===== src/rtl/irqa_pkg.sv =====
package irqa_pkg;

    localparam int unsigned LINES      = 32;
    localparam int unsigned FLAG_W     = 3;
    localparam int unsigned BUS_AW     = 8;
    localparam int unsigned BUS_DW     = 32;
    localparam int unsigned SYNC_DEPTH = 2;

    typedef enum logic [1:0] {
        WIN_IDENT = 2'd0,
        WIN_NMI   = 2'd1,
        WIN_CTL   = 2'd2,
        WIN_NONE  = 2'd3
    } win_e;

    // Which sub-source positions exist on a given line.
    function automatic logic [FLAG_W-1:0] live_flags(input int unsigned line);
        logic [FLAG_W-1:0] m;
        m = '0;
        case (line)
            21, 22, 30: m = '0;
            4:          m[1:0] = 2'b11;
            5:          m = '1;
            default:    m[0] = 1'b1;
        endcase
        return m;
    endfunction

endpackage


===== src/rtl/irqa_sync.sv =====
module irqa_sync #(
    parameter int unsigned WIDTH  = 8,
    parameter int unsigned STAGES = 2
) (
    input  logic             clk,
    input  logic             rst,
    input  logic [WIDTH-1:0] din,
    output logic [WIDTH-1:0] dout
);

    logic [WIDTH-1:0] stg [STAGES];

    always_ff @(posedge clk) begin
        if (rst) stg[0] <= '0;
        else     stg[0] <= din;
    end

    for (genvar s = 1; s < STAGES; s++) begin : g_stage
        always_ff @(posedge clk) begin
            if (rst) stg[s] <= '0;
            else     stg[s] <= stg[s-1];
        end
    end

    assign dout = stg[STAGES-1];

    // the first stage captures the raw input every cycle
    a_r2_first_capture: assert property (@(posedge clk) disable iff (rst)
        !rst |=> (stg[0] == $past(din)));

endmodule


===== src/rtl/irqa_swreg.sv =====
module irqa_swreg #(
    parameter int unsigned WIDTH = 32
) (
    input  logic             clk,
    input  logic             rst,
    input  logic             wr_stb,
    input  logic [WIDTH-1:0] wdata,
    input  logic [WIDTH-1:0] line,
    output logic [WIDTH-1:0] sw_q
);

    logic [WIDTH-1:0] sw_d;

    always_comb begin
        sw_d = sw_q;
        if (wr_stb) sw_d = (sw_q & ~wdata) | (wdata & ~line);
    end

    always_ff @(posedge clk) begin
        if (rst) sw_q <= '0;
        else     sw_q <= sw_d;
    end

    a_r6_set_idle: assert property (@(posedge clk) disable iff (rst)
        wr_stb |=> ((sw_q & $past(wdata & ~line)) == $past(wdata & ~line)));

    a_r7_clear_busy: assert property (@(posedge clk) disable iff (rst)
        wr_stb |=> ((sw_q & $past(wdata & line)) == '0));

    a_r8_zero_bits: assert property (@(posedge clk) disable iff (rst)
        wr_stb |=> (((sw_q ^ $past(sw_q)) & ~$past(wdata)) == '0));

    a_r8_idle_hold: assert property (@(posedge clk) disable iff (rst)
        !wr_stb |=> $stable(sw_q));

endmodule


===== src/rtl/irqa_regif.sv =====
module irqa_regif
    import irqa_pkg::*;
#(
    parameter int unsigned NUM_IRQ = 32,
    parameter int unsigned SRC_W   = 3,
    parameter int unsigned ADDR_W  = 8,
    parameter int unsigned DATA_W  = 32,
    parameter int unsigned SEL_W   = 5
) (
    input  logic                           clk,
    input  logic                           rst,
    input  logic                           wr_en,
    input  logic                           rd_en,
    input  logic [ADDR_W-1:0]              addr,
    input  logic [SEL_W-1:0]               sel_wdata,
    input  logic [NUM_IRQ-1:0][SRC_W-1:0]  flags,
    input  logic [NUM_IRQ-1:0]             line,
    output logic [DATA_W-1:0]              rdata,
    output logic                           ctl_wr,
    output logic [SEL_W-1:0]               nmi_sel
);

    localparam int unsigned WIDX_W = ADDR_W - 2;
    localparam int unsigned IDX_W  = $clog2(NUM_IRQ);
    localparam logic [WIDX_W-1:0] NMI_WORD = WIDX_W'(NUM_IRQ);
    localparam logic [WIDX_W-1:0] CTL_WORD = WIDX_W'(NUM_IRQ + 1);

    logic [WIDX_W-1:0] word_idx;
    logic [IDX_W-1:0]  ident_idx;
    logic              addr_unused;
    win_e              win;
    logic [DATA_W-1:0] rd_next;

    assign word_idx    = addr[ADDR_W-1:2];
    assign ident_idx   = word_idx[IDX_W-1:0];
    assign addr_unused = ^addr[1:0];

    always_comb begin
        if (word_idx < NMI_WORD)       win = WIN_IDENT;
        else if (word_idx == NMI_WORD) win = WIN_NMI;
        else if (word_idx == CTL_WORD) win = WIN_CTL;
        else                           win = WIN_NONE;
    end

    always_comb begin
        rd_next = '0;
        case (win)
            WIN_IDENT: rd_next[SRC_W-1:0]   = flags[ident_idx];
            WIN_NMI:   rd_next[SEL_W-1:0]   = nmi_sel;
            WIN_CTL:   rd_next[NUM_IRQ-1:0] = line;
            default:   rd_next = '0;
        endcase
    end

    assign ctl_wr = wr_en && (win == WIN_CTL);

    always_ff @(posedge clk) begin
        if (rst) begin
            nmi_sel <= '0;
            rdata   <= '0;
        end else begin
            if (wr_en && (win == WIN_NMI)) nmi_sel <= sel_wdata;
            if (rd_en)                     rdata   <= rd_next;
        end
    end

    a_r5_sel_load: assert property (@(posedge clk) disable iff (rst)
        (wr_en && win == WIN_NMI) |=> (nmi_sel == $past(sel_wdata)));

    a_r9_line_readback: assert property (@(posedge clk) disable iff (rst)
        (rd_en && win == WIN_CTL) |=> (rdata[NUM_IRQ-1:0] == $past(line)));

    a_r10_beyond_zero: assert property (@(posedge clk) disable iff (rst)
        (rd_en && win == WIN_NONE) |=> (rdata == '0));

    a_r11_rdata_hold: assert property (@(posedge clk) disable iff (rst)
        !rd_en |=> $stable(rdata));

endmodule


===== src/rtl/irq_aggr_unit.sv =====
module irq_aggr_unit
    import irqa_pkg::*;
#(
    parameter int unsigned NUM_IRQ     = LINES,
    parameter int unsigned SRC_W       = FLAG_W,
    parameter int unsigned ADDR_W      = BUS_AW,
    parameter int unsigned DATA_W      = BUS_DW,
    parameter int unsigned SYNC_STAGES = SYNC_DEPTH
) (
    input  logic                       clk,
    input  logic                       rst,
    input  logic [NUM_IRQ*SRC_W-1:0]   src_i,
    input  logic                       reg_wr_en,
    input  logic                       reg_rd_en,
    input  logic [ADDR_W-1:0]          reg_addr,
    input  logic [DATA_W-1:0]          reg_wdata,
    output logic [DATA_W-1:0]          reg_rdata,
    output logic [NUM_IRQ-1:0]         irq_o,
    output logic                       nmi_o
);

    localparam int unsigned SEL_W = $clog2(NUM_IRQ);
    localparam int unsigned FLAT  = NUM_IRQ * SRC_W;

    logic [FLAT-1:0]                src_live;
    logic [FLAT-1:0]                src_sync;
    logic [NUM_IRQ-1:0][SRC_W-1:0]  flags;
    logic [NUM_IRQ-1:0]             hw_line;
    logic [NUM_IRQ-1:0]             sw_q;
    logic [NUM_IRQ-1:0]             line;
    logic                           ctl_wr;
    logic [SEL_W-1:0]               nmi_sel;

    for (genvar n = 0; n < NUM_IRQ; n++) begin : g_line
        localparam logic [SRC_W-1:0] LIVE = SRC_W'(live_flags(n));
        assign src_live[n*SRC_W +: SRC_W] = src_i[n*SRC_W +: SRC_W] & LIVE;
        assign flags[n]   = src_sync[n*SRC_W +: SRC_W];
        assign hw_line[n] = |flags[n];
    end

    irqa_sync #(
        .WIDTH  (FLAT),
        .STAGES (SYNC_STAGES)
    ) i_sync (
        .clk  (clk),
        .rst  (rst),
        .din  (src_live),
        .dout (src_sync)
    );

    irqa_swreg #(
        .WIDTH (NUM_IRQ)
    ) i_swreg (
        .clk    (clk),
        .rst    (rst),
        .wr_stb (ctl_wr),
        .wdata  (reg_wdata[NUM_IRQ-1:0]),
        .line   (line),
        .sw_q   (sw_q)
    );

    irqa_regif #(
        .NUM_IRQ (NUM_IRQ),
        .SRC_W   (SRC_W),
        .ADDR_W  (ADDR_W),
        .DATA_W  (DATA_W),
        .SEL_W   (SEL_W)
    ) i_regif (
        .clk       (clk),
        .rst       (rst),
        .wr_en     (reg_wr_en),
        .rd_en     (reg_rd_en),
        .addr      (reg_addr),
        .sel_wdata (reg_wdata[SEL_W-1:0]),
        .flags     (flags),
        .line      (line),
        .rdata     (reg_rdata),
        .ctl_wr    (ctl_wr),
        .nmi_sel   (nmi_sel)
    );

    assign line  = hw_line | sw_q;
    assign irq_o = line;
    assign nmi_o = line[nmi_sel];

    // hardware never drives a reserved line
    a_r4_reserved_quiet: assert property (@(posedge clk) disable iff (rst)
        1'b1 |-> (flags[21] == '0 && flags[22] == '0 && flags[30] == '0));

endmodule


===== config.mk =====
export PLATFORM = sky130hd
export DESIGN_NAME = irq_aggr_unit
export DESIGN_NICKNAME = d
export VERILOG_FILES = /design/src/rtl/irqa_pkg.sv /design/src/rtl/irqa_sync.sv /design/src/rtl/irqa_swreg.sv /design/src/rtl/irqa_regif.sv /design/src/rtl/irq_aggr_unit.sv
export SDC_FILE = /design/constraint.sdc
export NUM_CORES = 1
export LEC_CHECK = 0
export ABC_CLOCK_PERIOD_IN_PS = 2000
export CAP_MARGIN = 10
export CORE_AREA = 3 3 121 123
export DETAILED_ROUTE_END_ITERATION = 16
export DIE_AREA = 0 0 124 126
export DONT_BUFFER_PORTS = 1
export PLACE_DENSITY = 0.62
export SKIP_CTS_REPAIR_TIMING = 1
export SYNTH_ARGS = -nofsm -noshare
export SYNTH_HDL_FRONTEND = slang
export SYNTH_SLANG_ARGS = --single-unit

===== constraint.sdc =====
create_clock -name clk -period 2 [get_ports clk]
set_clock_uncertainty 0.1 [all_clocks]
set_input_delay 0.2 -clock clk [delete_from_list [all_inputs] [get_ports clk]]
set_output_delay 0.2 -clock clk [all_outputs]
set_load 0.005 [all_outputs]

-- Word-level counts from Yosys, hierarchy flattened
Memories as Yosys holds them, arrays and structs flattened.
Cells that the tools add are included.
- memories kept: 1
- ROM bits: 0
- bits in writable memories: 192
- bits in latches: 0
- bits in registers: 69
- mux-type cells: 15
- shift-type cells: 0
- reduce and logical (&&, ||, !) cells: 35
- divide/modulo/power cells: 0
- bitwise operators: 8
- eq/ne operators: 4
- add/sub/neg operators: 0
- multipliers: 0
- magnitude comparators: 3
- memory list (name ; words ; width ; read ports ; clocked after memory_dff ; write ports ; RTL line ; text):
    i_sync.stg ; 2 ; 96 ; 2 ; 0 ; 2 ; irqa_sync.sv:11 ; logic [WIDTH-1:0] stg [STAGES];
- operator list (cell ; count):
    two-way mux 96 bit ; 2
    OR reduction 3 bit ; 32
    AND 32 bit ; 2
    NOT 32 bit ; 2
    OR 32 bit ; 2
    two-way mux 27 bit ; 1
    binary-select mux 3 bit (select 5 bit) ; 1
    equality test 6 bit (second input constant) ; 2
    less-than comparator 5 x 6 -> 1 bit (second input constant) ; 2
    one-hot mux 3 bit (3 select lines) ; 1
    less-than comparator 6 bit (second input constant) ; 1
    binary-select mux 1 bit (select 5 bit) ; 1
    two-way mux 1 bit ; 5
    two-way mux 2 bit ; 2
    one-hot mux 2 bit (2 select lines) ; 1
    two-way mux 3 bit ; 1
    equality test 2 x 1 -> 1 bit (second input constant) ; 1
    equality test 2 bit (second input constant) ; 1
    logical AND 1 bit ; 2
    logical NOT 2 bit ; 1
    OR 1 bit ; 2

-- Longest topological paths before layout
- depth in word-level cells: 6
- depth in mapped cells: 9

-- By module
Synthesis repeated with hierarchy kept, for this count alone.
- cells, all modules: 822
- area total of the unflattened synthesis: 9335.2 um^2
- modules (own cells, without submodules) (module ; times used ; area an instance (um^2) ; cells an instance ; sequential area each (um^2)):
    irqa_sync ; 1 ; 5148.7 ; 405 ; 3843.7
    irqa_regif ; 1 ; 2174.6 ; 244 ; 740.7
    irqa_swreg ; 1 ; 1473.9 ; 106 ; 640.6
    irq_aggr_unit ; 1 ; 538.0 ; 67 ; 0.0

-- Worst setup path before layout
No wires, ideal clock.
- kind: flip-flop to output port
- from: reg with a tool-made name
- to: out nmi_o
- path slack: 238 ps
- stages on the path, launching flop included: 6
- buffers on the path: 0
- arrival time: 1462 ps
- cells stage by stage: dfxtp_1 > or2_0 > mux4_2 > nor3_1 > a31oi_1 > a32o_1
- RTL lines (element ; RTL line ; text):
    end, declared ; irq_aggr_unit.sv:19 ; output logic nmi_o

==> out/summary.txt <==
GRT
-------------------------------------------------------------------------------------
Number of global-route vias before repair                                       3,973
Largest net degree at the start of global routing                                 135
Global-route wire length before repair                                      20,600 um
Initial antenna violation count                                                     0
Total grt overflow                                                                  0
Global-route total usage across every layer                                     17.3%

CLOCK TREE
-------------------------------------------------------------------------------------
Clk_lat worst skew                                                             410 ps
Number of clock sinks                                                             133
CTS root buffer                                                          sky130_fd_sc_hd__clkbuf_16
Clock transition at the registers of the reported paths                         60 ps
CTS Buf Count                                                                      17
TritonCTS clock tree                                                              yes
Buffer depth of the longest clock path                                              2
Level count of the clock H-tree                                                     4

SYNTH
-------------------------------------------------------------------------------------
Count of unique library cells instantiated by Yosys                                48
Count of flip-flops with a built-in enable after synthesis                          0
Share of flip-flops with an asynchronous set or reset                              0%
Number of warnings issued by yosys                                                  0
Primary FF master, synth                                                 sky130_fd_sc_hd__dfxtp_1
Cell count after synthesis                                                        591
Syn_nets                                                                          731
Flip-flop and latch count after synthesis                                         133
Post-synthesis area per instance                                            9.25 um^2
Post-Syn Area                                                               5470 um^2
Seq/Total Area, Yosys                                                           48.7%

STA
-------------------------------------------------------------------------------------
Slew at the pin closest to its max-slew limit                                 1030 ps
Setup TNS                                                                     -287 ps
Final count of pins violating max slew                                              0
Final critical-path setup slack                                               -287 ps
Post-route fraction of the period consumed by the critical path                  114%
Slew Limit Headroom                                                             31.3%
Final hold violation count                                                          0
Total of endpoints with negative setup slack in the final report                    1
Max Clk Rate                                                                  437 MHz
Post-route minimum period                                                     2290 ps
RSZ-0062 raised after global routing                                             true
WHS                                                                           9.95 ps

DETAILED ROUTING
-------------------------------------------------------------------------------------
Number of nets still failing antenna checks after routing                           0
Detailed-route wire length                                                  15,000 um
Number of remaining DRC errors                                                      0
Pre-antenna DRT Iters                                                               4
Mean routed wirelength per cell                                               16.9 um
Detailed-route vias per instance                                                 5.04
Total via count after detailed routing                                          4,470
Starting DRT DRC Count                                                            221

DIE
-------------------------------------------------------------------------------------
Initial Util                                                                    39.7%
Boundary pin count                                                                205
Count of standard-cell rows                                                        43
Floorplan die area                                                        15,600 um^2
Area of the core region                                                   13,800 um^2
Vertical extent of the die                                                     126 um
Die width                                                                      124 um

PLACEMENT
-------------------------------------------------------------------------------------
Final GP Congestion                                                             0.862
Post-detailed-placement half-perimeter wirelength                             9820 um
Number of buffers added on ports                                                    0

CRITICAL PATH
-------------------------------------------------------------------------------------
Worst Path Required                                                           1700 ps
Setup crit end kind                                                        output pin
Arrival time reported for the critical path endpoint                          1990 ps
Kind of start point of the critical path                                     register
Critical path class                                                        reg -> out
CP Max Fanout                                                                       2

HOLD PATH
-------------------------------------------------------------------------------------
Hold WC Path Type                                                           in -> reg

FINISH
-------------------------------------------------------------------------------------
Fin util                                                                        52.8%
Proportion of layout cells with a drive suffix above 1                          17.1%
Area overhead of the layout relative to synthesis                               33.1%
Final net count                                                                   834
Commonest cells after routing, fill and taps aside                       sky130_fd_sc_hd__dfxtp_1, sky130_fd_sc_hd__dlygate4sd3_1, sky130_fd_sc_hd__nor2b_1
Antenna fix cells                                                                   0
Most frequent standard cell in the layout excluding fill and tap cells   sky130_fd_sc_hd__dfxtp_1

POWER
-------------------------------------------------------------------------------------
Pleak                                                                         2.92 nW
Worst ir drop on vdd                                                       0.000541 V
Power per Cell Area                                                       838 nW/um^2

FLOW RUN
-------------------------------------------------------------------------------------
Number of max-cap violations                                                        0

STATUS
-------------------------------------------------------------------------------------
Result of the run                                                        finished, violations left
Violations in the final reports                                          setup timing

==> metrics by stage <==
step	power, mW	instances	setup WS (ps)	area [um^2]
2_1_floorplan	3.00	591	238	5470
3_3_place_gp	3.00	749	-56.3	5590
3_5_place_dp	3.01	749	-92.3	5590
4_1_cts	5.98	781	-563	6160
5_1_grt	6.33	887	-386	7280
6_report	6.10	887	-287	7280
==> where the power goes <==
part           internal (mW)  switching (mW)
sequential              2.72          0.0330
combinational          0.221           0.164
clock                   1.83            1.13
total                   4.77            1.32
==> layer usage <==
layer	track usage (%)	up-vias	routed length [um]
li1	-	2148	-
met1	21.7	2088	6250
met2	26.1	198	6960
met3	6.65	36	1370
met4	8.25	0	416
met5	0	-	0
==> critical path, stage by stage, from the launching register on <==
cell and delay, ps:
sky130_fd_sc_hd__dfxtp_1 350, sky130_fd_sc_hd__nor4_4 340, sky130_fd_sc_hd__a21oi_2 120, sky130_fd_sc_hd__a2111oi_4 310, sky130_fd_sc_hd__buf_4 160, sky130_fd_sc_hd__a311oi_1 40, sky130_fd_sc_hd__a32o_2 260
==> kinds of logic (layout without fill, tap and decap cells) <==
logic type      Yosys count  count (layout)  share of synthesized area (%)
compound gates           83              83                           9.98
xor+xnor                  3               3                          0.481
buf+inv                  66             182                           6.64
flops                   133             133                           48.7
mux                      21              21                           6.59
simple gates            285             285                           27.6
==> cell usage after synthesis (all sizes together), types with 2 or more instances <==
library cell / n / area, um^2
mux4: 11 / 259
o21ai: 2 / 10.0
nand2: 84 / 363
nor2: 42 / 158
or2: 14 / 87.6
a2111oi: 2 / 17.5
o2111ai: 3 / 26.3
nand2b: 23 / 144
dfxtp: 133 / 2660
and4: 2 / 17.5
clkbuf: 21 / 80.1
mux2i: 9 / 90.1
a211oi: 3 / 22.5
nor2b: 76 / 475
a31oi: 2 / 12.5
nand3: 25 / 125
a32o: 2 / 20.0
buf: 19 / 185
nand3b: 4 / 30.0
a21oi: 63 / 390
nor3: 8 / 51.3
xnor2: 2 / 17.5
and3: 2 / 17.5
inv: 26 / 97.6
a311oi: 2 / 17.5
a22oi: 2 / 15.0
==> path summary, 6_finish.rpt <==
kind,startpoint,end,slack (ps),depth (start not counted)
setup / recovery,i_sync.stg[1][17],nmi_o,-290,6
hold / removal,reg_addr[4],i_regif.rdata[0],10,4
hold reg to reg,i_sync.stg[0][42],i_sync.stg[1][42],330,1
setup reg to reg,i_sync.stg[1][6],i_regif.rdata[2],120,7
==> cell type report <==
cell class	instances	area, um^2
Fill cell	1247	6490
Sequential cell	133	2670
Inverter	26	97.6
Multi-Input combinational cell	392	2490
Timing Repair Buffer	124	1230
Tap cell	180	225
Clock inverter	12	131
Clock buffer	20	437
Note: power is estimated with default switching activity, not from simulation.
